**src/rtl/dafilt_pkg.sv**
```systemverilog
package dafilt_pkg;

    typedef struct packed {
        logic cmp_en;
        logic acc_bc;
        logic acc_mc;
        logic acc_uc;
    } mode_t;

    typedef struct packed {
        logic bc;
        logic mc;
        logic uc;
    } da_class_t;

    typedef enum logic [0:0] {
        ST_WAIT    = 1'b0,
        ST_VERDICT = 1'b1
    } vstate_t;

    function automatic da_class_t classify(input logic [47:0] da);
        da_class_t c;
        c.bc = &da;
        c.mc = da[40] & ~c.bc;
        c.uc = ~da[40];
        return c;
    endfunction

endpackage

```
**src/rtl/dafilt_regs.sv**
```systemverilog
module dafilt_regs
    import dafilt_pkg::*;
#(
    parameter int N_ENTRY = 16,
    parameter int ADDR_W  = 8
) (
    input  logic               clk,
    input  logic               rst_n,
    input  logic               wr_en,
    input  logic [ADDR_W-1:0]  wr_addr,
    input  logic [31:0]        wr_data,
    output mode_t              mode_q,
    output logic [N_ENTRY-1:0] ent_en_q,
    output logic [47:0]        ent_mac_q [N_ENTRY]
);

    localparam int MODE_OFF = 0;
    localparam int EN_OFF   = 4;
    localparam int ENT_BASE = 8;
    localparam int STRIDE   = 8;

    logic mode_sel;
    logic en_sel;

    assign mode_sel = wr_en && (wr_addr == ADDR_W'(MODE_OFF));
    assign en_sel   = wr_en && (wr_addr == ADDR_W'(EN_OFF));

    always_ff @(posedge clk or negedge rst_n) begin
        if (!rst_n) begin
            mode_q <= '0;
        end else if (mode_sel) begin
            mode_q.cmp_en <= wr_data[4];
            mode_q.acc_bc <= wr_data[2];
            mode_q.acc_mc <= wr_data[1];
            mode_q.acc_uc <= wr_data[0];
        end
    end

    always_ff @(posedge clk or negedge rst_n) begin
        if (!rst_n) begin
            ent_en_q <= '0;
        end else if (en_sel) begin
            ent_en_q <= wr_data[N_ENTRY-1:0];
        end
    end

    for (genvar g = 0; g < N_ENTRY; g++) begin : g_ent
        localparam int HI_OFF = ENT_BASE + STRIDE * g;
        localparam int LO_OFF = HI_OFF + 4;

        logic hi_sel;
        logic lo_sel;

        assign hi_sel = wr_en && (wr_addr == ADDR_W'(HI_OFF));
        assign lo_sel = wr_en && (wr_addr == ADDR_W'(LO_OFF));

        always_ff @(posedge clk or negedge rst_n) begin
            if (!rst_n) begin
                ent_mac_q[g] <= '0;
            end else begin
                if (hi_sel) ent_mac_q[g][47:16] <= wr_data;
                if (lo_sel) ent_mac_q[g][15:0]  <= wr_data[31:16];
            end
        end
    end

endmodule

```
**src/rtl/dafilt_match.sv**
```systemverilog
module dafilt_match #(
    parameter int N_ENTRY = 16,
    localparam int IDX_W  = $clog2(N_ENTRY)
) (
    input  logic [47:0]        da,
    input  logic [N_ENTRY-1:0] ent_en,
    input  logic [47:0]        ent_mac [N_ENTRY],
    output logic               any_hit,
    output logic [IDX_W-1:0]   hit_idx
);

    logic [N_ENTRY-1:0] eq;

    for (genvar g = 0; g < N_ENTRY; g++) begin : g_cmp
        assign eq[g] = ent_en[g] && (ent_mac[g] == da);
    end

    assign any_hit = |eq;

    always_comb begin
        hit_idx = '0;
        for (int i = N_ENTRY - 1; i >= 0; i--) begin
            if (eq[i]) hit_idx = IDX_W'(i);
        end
    end

endmodule

```
**src/rtl/dafilt_decide.sv**
```systemverilog
module dafilt_decide
    import dafilt_pkg::*;
#(
    parameter int IDX_W = 4
) (
    input  logic             clk,
    input  logic             rst_n,
    input  logic             strobe,
    input  da_class_t        cls,
    input  mode_t            mode,
    input  logic             any_hit,
    input  logic [IDX_W-1:0] hit_idx,
    output logic             res_valid,
    output logic             res_accept,
    output logic             res_hit,
    output logic [IDX_W-1:0] res_idx
);

    vstate_t state_q;
    vstate_t state_d;

    logic             tbl_hit;
    logic             cls_acc;

    assign tbl_hit = mode.cmp_en & any_hit;
    assign cls_acc = (cls.uc & mode.acc_uc) |
                     (cls.mc & mode.acc_mc) |
                     (cls.bc & mode.acc_bc);

    always_comb begin
        state_d = state_q;
        unique case (state_q)
            ST_WAIT:    state_d = strobe ? ST_VERDICT : ST_WAIT;
            ST_VERDICT: state_d = strobe ? ST_VERDICT : ST_WAIT;
        endcase
    end

    always_ff @(posedge clk or negedge rst_n) begin
        if (!rst_n) state_q <= ST_WAIT;
        else        state_q <= state_d;
    end

    always_ff @(posedge clk or negedge rst_n) begin
        if (!rst_n) begin
            res_accept <= 1'b0;
            res_hit    <= 1'b0;
            res_idx    <= '0;
        end else if (strobe) begin
            res_accept <= cls_acc | tbl_hit;
            res_hit    <= tbl_hit;
            res_idx    <= tbl_hit ? hit_idx : '0;
        end else begin
            res_accept <= 1'b0;
            res_hit    <= 1'b0;
            res_idx    <= '0;
        end
    end

    assign res_valid = (state_q == ST_VERDICT);

endmodule

```
**src/rtl/dafilt_top.sv**
```systemverilog
module dafilt_top
    import dafilt_pkg::*;
#(
    parameter int N_ENTRY = 16,
    parameter int ADDR_W  = 8,
    localparam int IDX_W  = $clog2(N_ENTRY)
) (
    input  logic              clk,
    input  logic              rst_n,
    input  logic              reg_wr,
    input  logic [ADDR_W-1:0] reg_addr,
    input  logic [31:0]       reg_wdata,
    input  logic              rx_strobe,
    input  logic [47:0]       rx_da,
    output logic              res_valid,
    output logic              res_accept,
    output logic              res_hit,
    output logic [IDX_W-1:0]  res_idx
);

    mode_t              mode_q;
    logic [N_ENTRY-1:0] ent_en_q;
    logic [47:0]        ent_mac_q [N_ENTRY];
    logic               any_hit;
    logic [IDX_W-1:0]   hit_idx;
    da_class_t          cls;

    assign cls = classify(rx_da);

    dafilt_regs #(.N_ENTRY(N_ENTRY), .ADDR_W(ADDR_W)) u_regs (
        .clk      (clk),
        .rst_n    (rst_n),
        .wr_en    (reg_wr),
        .wr_addr  (reg_addr),
        .wr_data  (reg_wdata),
        .mode_q   (mode_q),
        .ent_en_q (ent_en_q),
        .ent_mac_q(ent_mac_q)
    );

    dafilt_match #(.N_ENTRY(N_ENTRY)) u_match (
        .da     (rx_da),
        .ent_en (ent_en_q),
        .ent_mac(ent_mac_q),
        .any_hit(any_hit),
        .hit_idx(hit_idx)
    );

    dafilt_decide #(.IDX_W(IDX_W)) u_decide (
        .clk       (clk),
        .rst_n     (rst_n),
        .strobe    (rx_strobe),
        .cls       (cls),
        .mode      (mode_q),
        .any_hit   (any_hit),
        .hit_idx   (hit_idx),
        .res_valid (res_valid),
        .res_accept(res_accept),
        .res_hit   (res_hit),
        .res_idx   (res_idx)
    );

endmodule

```
**config.mk**
```make
export PLATFORM = sky130hd
export DESIGN_NAME = dafilt_top
export DESIGN_NICKNAME = d
export VERILOG_FILES = /design/src/rtl/dafilt_pkg.sv /design/src/rtl/dafilt_regs.sv /design/src/rtl/dafilt_match.sv /design/src/rtl/dafilt_decide.sv /design/src/rtl/dafilt_top.sv
export SDC_FILE = /design/constraint.sdc
export NUM_CORES = 2
export LEC_CHECK = 0
export BUFFER_PORTS_ARGS = -buffer_cell sky130_fd_sc_hd__buf_4
export CORE_MARGIN = 8
export CORE_UTILIZATION = 39
export CTS_BUF_LIST = sky130_fd_sc_hd__clkbuf_2 sky130_fd_sc_hd__clkbuf_4 sky130_fd_sc_hd__clkbuf_8
export DETAILED_ROUTE_END_ITERATION = 6
export GPL_ROUTABILITY_DRIVEN = 0
export PLACE_DENSITY_LB_ADDON = 0.15
export SLEW_MARGIN = 20
export SYNTH_ARGS = -nofsm -noshare
export SYNTH_HDL_FRONTEND = slang
export SYNTH_SLANG_ARGS = --single-unit
```
**constraint.sdc**
```tcl
create_clock -name clk -period 4.5 [get_ports clk]
set_input_delay 1.125 -clock clk [delete_from_list [all_inputs] [get_ports clk]]
set_output_delay 1.125 -clock clk [all_outputs]
set_load 0.1 [all_outputs]
```
* Yosys cells after proc, flatten, opt, wreduce, memory -nomap -nowiden
Cells that the tools add are included.
Word-level totals: flip-flop bits (word level) 795, word-level logic and storage cells 174, output and inout bits 7, bits of input ports 92
Cells by class: reductions and logical operators 53, eq/ne operators 49, multiplexer cells 21, bitwise logic cells 10
Operators by type and width (number):
- $eq 48x48->1 | 16
- $eq 8x7->1 const B | 16
- $mux 4 | 18
- $eq 8x6->1 const B | 8
- $logic_and 1x1->1 | 50
- $reduce_and 48->1 | 1
- $eq 8x5->1 const B | 4
- $eq 8x4->1 const B | 2
- $eq 8x8->1 const B | 2
- $reduce_or 16->1 | 1
- $eq 8x3->1 const B | 1
- $logic_not 8->1 | 1
- $and 1x1->1 | 5
- $mux 1 | 3
- $or 1x1->1 | 3
- $not 1->1 | 2

* Logic depth before layout (Yosys ltp)
depth in word-level cells 20, gate-level depth with buffers 11, depth with buffers taken out 9

* Cells and area by module
From an unflattened synthesis, not the netlist that was laid out.
Second synthesis, totals: cells, all modules 3021, area, all modules 39389.0 um^2
By module, submodules not included:
- dafilt_regs | area an instance 29829.9 um^2, instances 1, cells each 1773, sequential area each 19718.9 um^2
- dafilt_match | area an instance 9208.8 um^2, instances 1, cells each 1215, sequential area each 0.0 um^2
- dafilt_decide | area an instance 234.0 um^2, instances 1, cells each 15, sequential area each 175.2 um^2
- dafilt_top | area an instance 116.4 um^2, instances 1, cells each 18, sequential area each 0.0 um^2

* Worst setup path after synthesis
OpenSTA, ideal clock, no wires.
kind input-to-reg, from in rx_da[38], to reg u_decide.res_idx[1], path slack 1.301 ns, stages 10, required time 4.435 ns, library setup time 0.065 ns, buffers on the path 1, arrival time 3.134 ns, path through buf_2 xor2_1 nor4_1 nand2_1 or4_4 o31ai_4 nor4b_4 a311oi_2 and2b_1 o21a_1
Between the ends: cells in the longest elaborated chain, start to end 20, elaborated cells on any way between the ends 52, classes of those cells eq/ne (16); mux (18); bitwise (1); reduce/logical (17)
RTL lines:
- from (decl) | line dafilt_top.sv:14 | input logic [47:0] rx_da,
- $eq 48x48->1 | line dafilt_match.sv:15 | assign eq[g] = ent_en[g] && (ent_mac[g] == da);
- $logic_and 1x1->1 | line dafilt_match.sv:15
- $mux 4 (16 in a row) | line dafilt_match.sv:23 | if (eq[i]) hit_idx = IDX_W'(i);
- $mux 4 * | line dafilt_decide.sv:51 | res_idx <= tbl_hit ? hit_idx : '0;
- $mux 4 * | line dafilt_decide.sv:48 | end else if (strobe) begin
- to (signal assigned) | line dafilt_decide.sv:51
- to (decl) | line dafilt_decide.sv:16 | output logic [IDX_W-1:0] res_idx
Mark *: on every way between the ends. The rest lies on a longest branch, timed or not. A chain may end at the register's enable or synchronous reset.

* Worst setup path in the final report
from in rx_da[37], to reg u_decide.res_idx[0]
Same word-level chain as after synthesis.

==> impl_metrics.ini <==
[layout]
fin_util_pct = 44.35
final-seq-area_mm2 = 0.01989
layout.nets = 3256
layout-drive-gt1-share_pct = 38.39
multi_input_area_mm2 = 0.01787
final_cells = 4560
num-fill-cells = 9164
syn_to_final_growth_pct = 13.28

[critical_path]
cp_cell_sequence = buf_4, inv_1, a22o_1, a2111oi_0, buf_4, nand3_1, a311oi_1, o22ai_1, a21boi_0, o21a_1, o221a_1
path_common_cell = buf_4
start_kind = primary input
crit_path_end_kind = register
cp.buffers_inverters = 3
worstSetupPathType = in -> reg
r2r-start = u_regs.ent_mac_q[691]
regToRegEndpoint = u_decide.res_accept
crit_cells = 11
worst-r2r-cell-count = 11
cp.arrival_ns = 4.36
slowest_stage = buf_4
critPathTopFamily = compound AO/OA/AOI/OAI gates
path_max_fanout = 14
r2r_setup_slack_ns = 1.37
critPathMaxStageDelay_ns = 0.46
cp.required_ns = 5.25

[clock_network]
cts_root_buffer = clkbuf_8
post_cts_resized = 0
cts_setup_buffers = 0
cts.path.max_buffers = 3
numClockSinks = 795
cts_buffers = 141
cts_max_level = 4
cts_tree = yes
cts.reportedPaths.clkPinSlew_ns = 0.06
clkLatencyLatePin_ns = 0.82
hold_buffers = 0

[routing]
wl_met2_um = 70290
highest_layer = met4
drtIter0Drc = 3206
final_antenna_net_count = 0
vias_per_cell = 5.952
wl_met1_um = 68270
drt_pass1_iterations = 7
vias = 27140
wl_met3_um = 12890
drc = 0
wl_per_cell_um = 34.67
wirelength_um = 158100

[timing]
setup-violations-final = 0
final.setup_skew_ns = 0.04205
max-slew-margin-rel_pct = 28.35
layout_setup_ws_ns = 0.8859
drv_slew = 0
tightest_slew_ns = 1.060
clock.fmax_mhz = 276.7
worst_hold_slack_ns = 0.3055
fin_crit_ns = 3.614
period_share_pct = 80.31
fin_tns_setup_ns = 0
hold_viol_final = 0
rsz0062_at_grt = no

[power_and_ir_drop]
p_int_mw = 12.02
pwr-share-clk_pct = 41.3
seqPwrFrac_pct = 46.5
pwr_density_cell_mw_per_mm2 = 376.6
static-leakage-power_nw = 20.59
power_frac_comb_pct = 12.2
p_switching_mw = 4.610
ir_worst_vdd_mv = 0.2318
swShare_pct = 27.73

[synth]
yosysTopAreaCell = dfrtp_1
post-synth-top-count-cell = dfrtp_1
async_reset_ff_share_pct = 100.0
synth_top_family_by_area = multiplexers
synth_cells = 3034
synth_top_area_share_pct = 51.03
synth_area_per_cell_um2 = 12.85
synth_fp_nets = 3126
synth_compound_area_share_pct = 2.279
ys_top_cells_by_count = dfrtp_1 (795), mux2_2 (782), xnor2_1 (462)
ys_seq_area_share_pct = 51.03
synth_cell_types = 59
synthSimpleGateAreaFrac_pct = 5.662
synthesis.area_mm2 = 0.03898
ys_warn_count = 0
synth_adder_area_share_pct = 0
ys_ff_latch = 795
synth_xor_area_share_pct = 15.26
synthFlopType = dfrtp_1
synth_edf_count = 0
muxShareOfSynthArea_pct = 22.59
ys_top_cells_by_area = dfrtp_1 (51%), mux2_2 (23%), xnor2_1 (10%)

[placed_design]
pre_cts_ws_ns = 0.1145
numPortBuffers = 98
hpwl_um = 93620
dp_cells = 4319

[global_route]
grt_max_degree = 76
track_usage_pct = 28.07
grt.overflow.total = 0
grt_pass1_wl_um = 221100
antenna_found_initial = 18
grt_pass1_vias = 27860

[floorplanning]
fp.dieArea_mm2 = 0.1103
coreArea_mm2 = 0.09957
row_count = 116
die_w_um = 332.2
die_y_um = 332.2
initial_core_util_pct = 39.15
io_pins = 99

[worst_hold_path]
hold_class = in -> async

[status]
outcome = completed

[flow_run]
max_cap_viol_count = 0
[cell usage in the layout (no fill, tap or decap), types with 7 or more instances in the layout]
cell,n
a21oi_1,7
a222oi_1,7
a22o_1,9
buf_12,12
buf_4,201
clkbuf_4,53
clkbuf_8,167
clkinv_2,9
dfrtp_1,795
inv_1,47
inv_2,7
mux2_2,782
nand2_1,47
nand2b_1,16
nand3_1,25
nand4_1,134
nor2_1,26
nor3_1,19
nor4_1,81
o21ai_0,13
o221ai_1,7
o22ai_1,21
o2bb2ai_1,10
xnor2_1,462
xor2_1,217
[stage by stage]
| stage | cell area, µm² | power (mW) |
|---|---|---|
| 6_report | 44160 | 16.63 |
| 5_1_grt | 44150 | 17.16 |
| 4_1_cts | 44140 | 16.70 |
| 3_5_place_dp | 41350 | 9.854 |
| 3_3_place_gp | 41350 | 9.830 |
| 2_1_floorplan | 38980 | 8.878 |
[sequential cells by signal, indices dropped and copies added, names as in the netlist]
signal               cells
u_decide.res_accept      1
u_decide.res_hit         1
u_decide.res_idx         4
u_decide.res_valid       1
u_regs.ent_en_q         16
u_regs.ent_mac_q       768
u_regs.mode_q            4
[power by group through the flow]
stage          Clock (mW)  Combinational [mW]  Sequential, mW
2_1_floorplan           0                1.08            7.80
3_5_place_dp            0                1.99            7.86
6_report             6.86                2.03            7.74
3_3_place_gp            0                1.99            7.85
5_1_grt              7.29                2.10            7.77
4_1_cts              6.96                2.00            7.73
[cells by family (layout without fill, tap and decap cells)]
group | Yosys count | after routing
buffers and inverters | 281 | 503
flip-flops | 795 | 795
other | 0 | 6
multiplexers | 782 | 782
AND/OR/NAND/NOR | 382 | 382
XOR/XNOR | 679 | 679
AO/OA/AOI/OAI | 115 | 115
[worst max-delay path by stage]
stage                    from                   to  slack [ns]
floorplan           rx_da[38]  u_decide.res_idx[1]        1.30
global placement    rx_da[37]  u_decide.res_idx[0]        0.05
detailed placement  rx_da[37]  u_decide.res_idx[0]        0.11
CTS                 rx_da[37]  u_decide.res_idx[0]        0.97
global route        rx_da[37]  u_decide.res_idx[0]        0.92
finish              rx_da[37]  u_decide.res_idx[0]        0.89
[per-layer routing]
metal  global-route usage (%)  up-vias
met5                        0        -
met4                    11.33        0
met3                    5.539      337
met2                    42.81     1336
met1                    39.02    14590
li1                         -    10880
[cell type report]
type	instances	share of cell area (%)
Timing Repair Buffer	214	3.995
Multi-Input combinational cell	1958	40.46
Clock buffer	220	6.106
Inverter	54	0.4590
Clock inverter	15	0.2125
Tap cell	1298	3.678
Sequential cell	795	45.05
Antenna cell	6	0.03400
[worst register-to-register path: cells and delay by family (launching register included)]
kind | cells | cell delay, ns
xor+xnor | 1 | 0.18
buf+inv | 2 | 0.41
compound gates | 1 | 0.30
simple gates | 7 | 1.72
flops | 1 | 0.40
(Power assumes the default switching activity.)
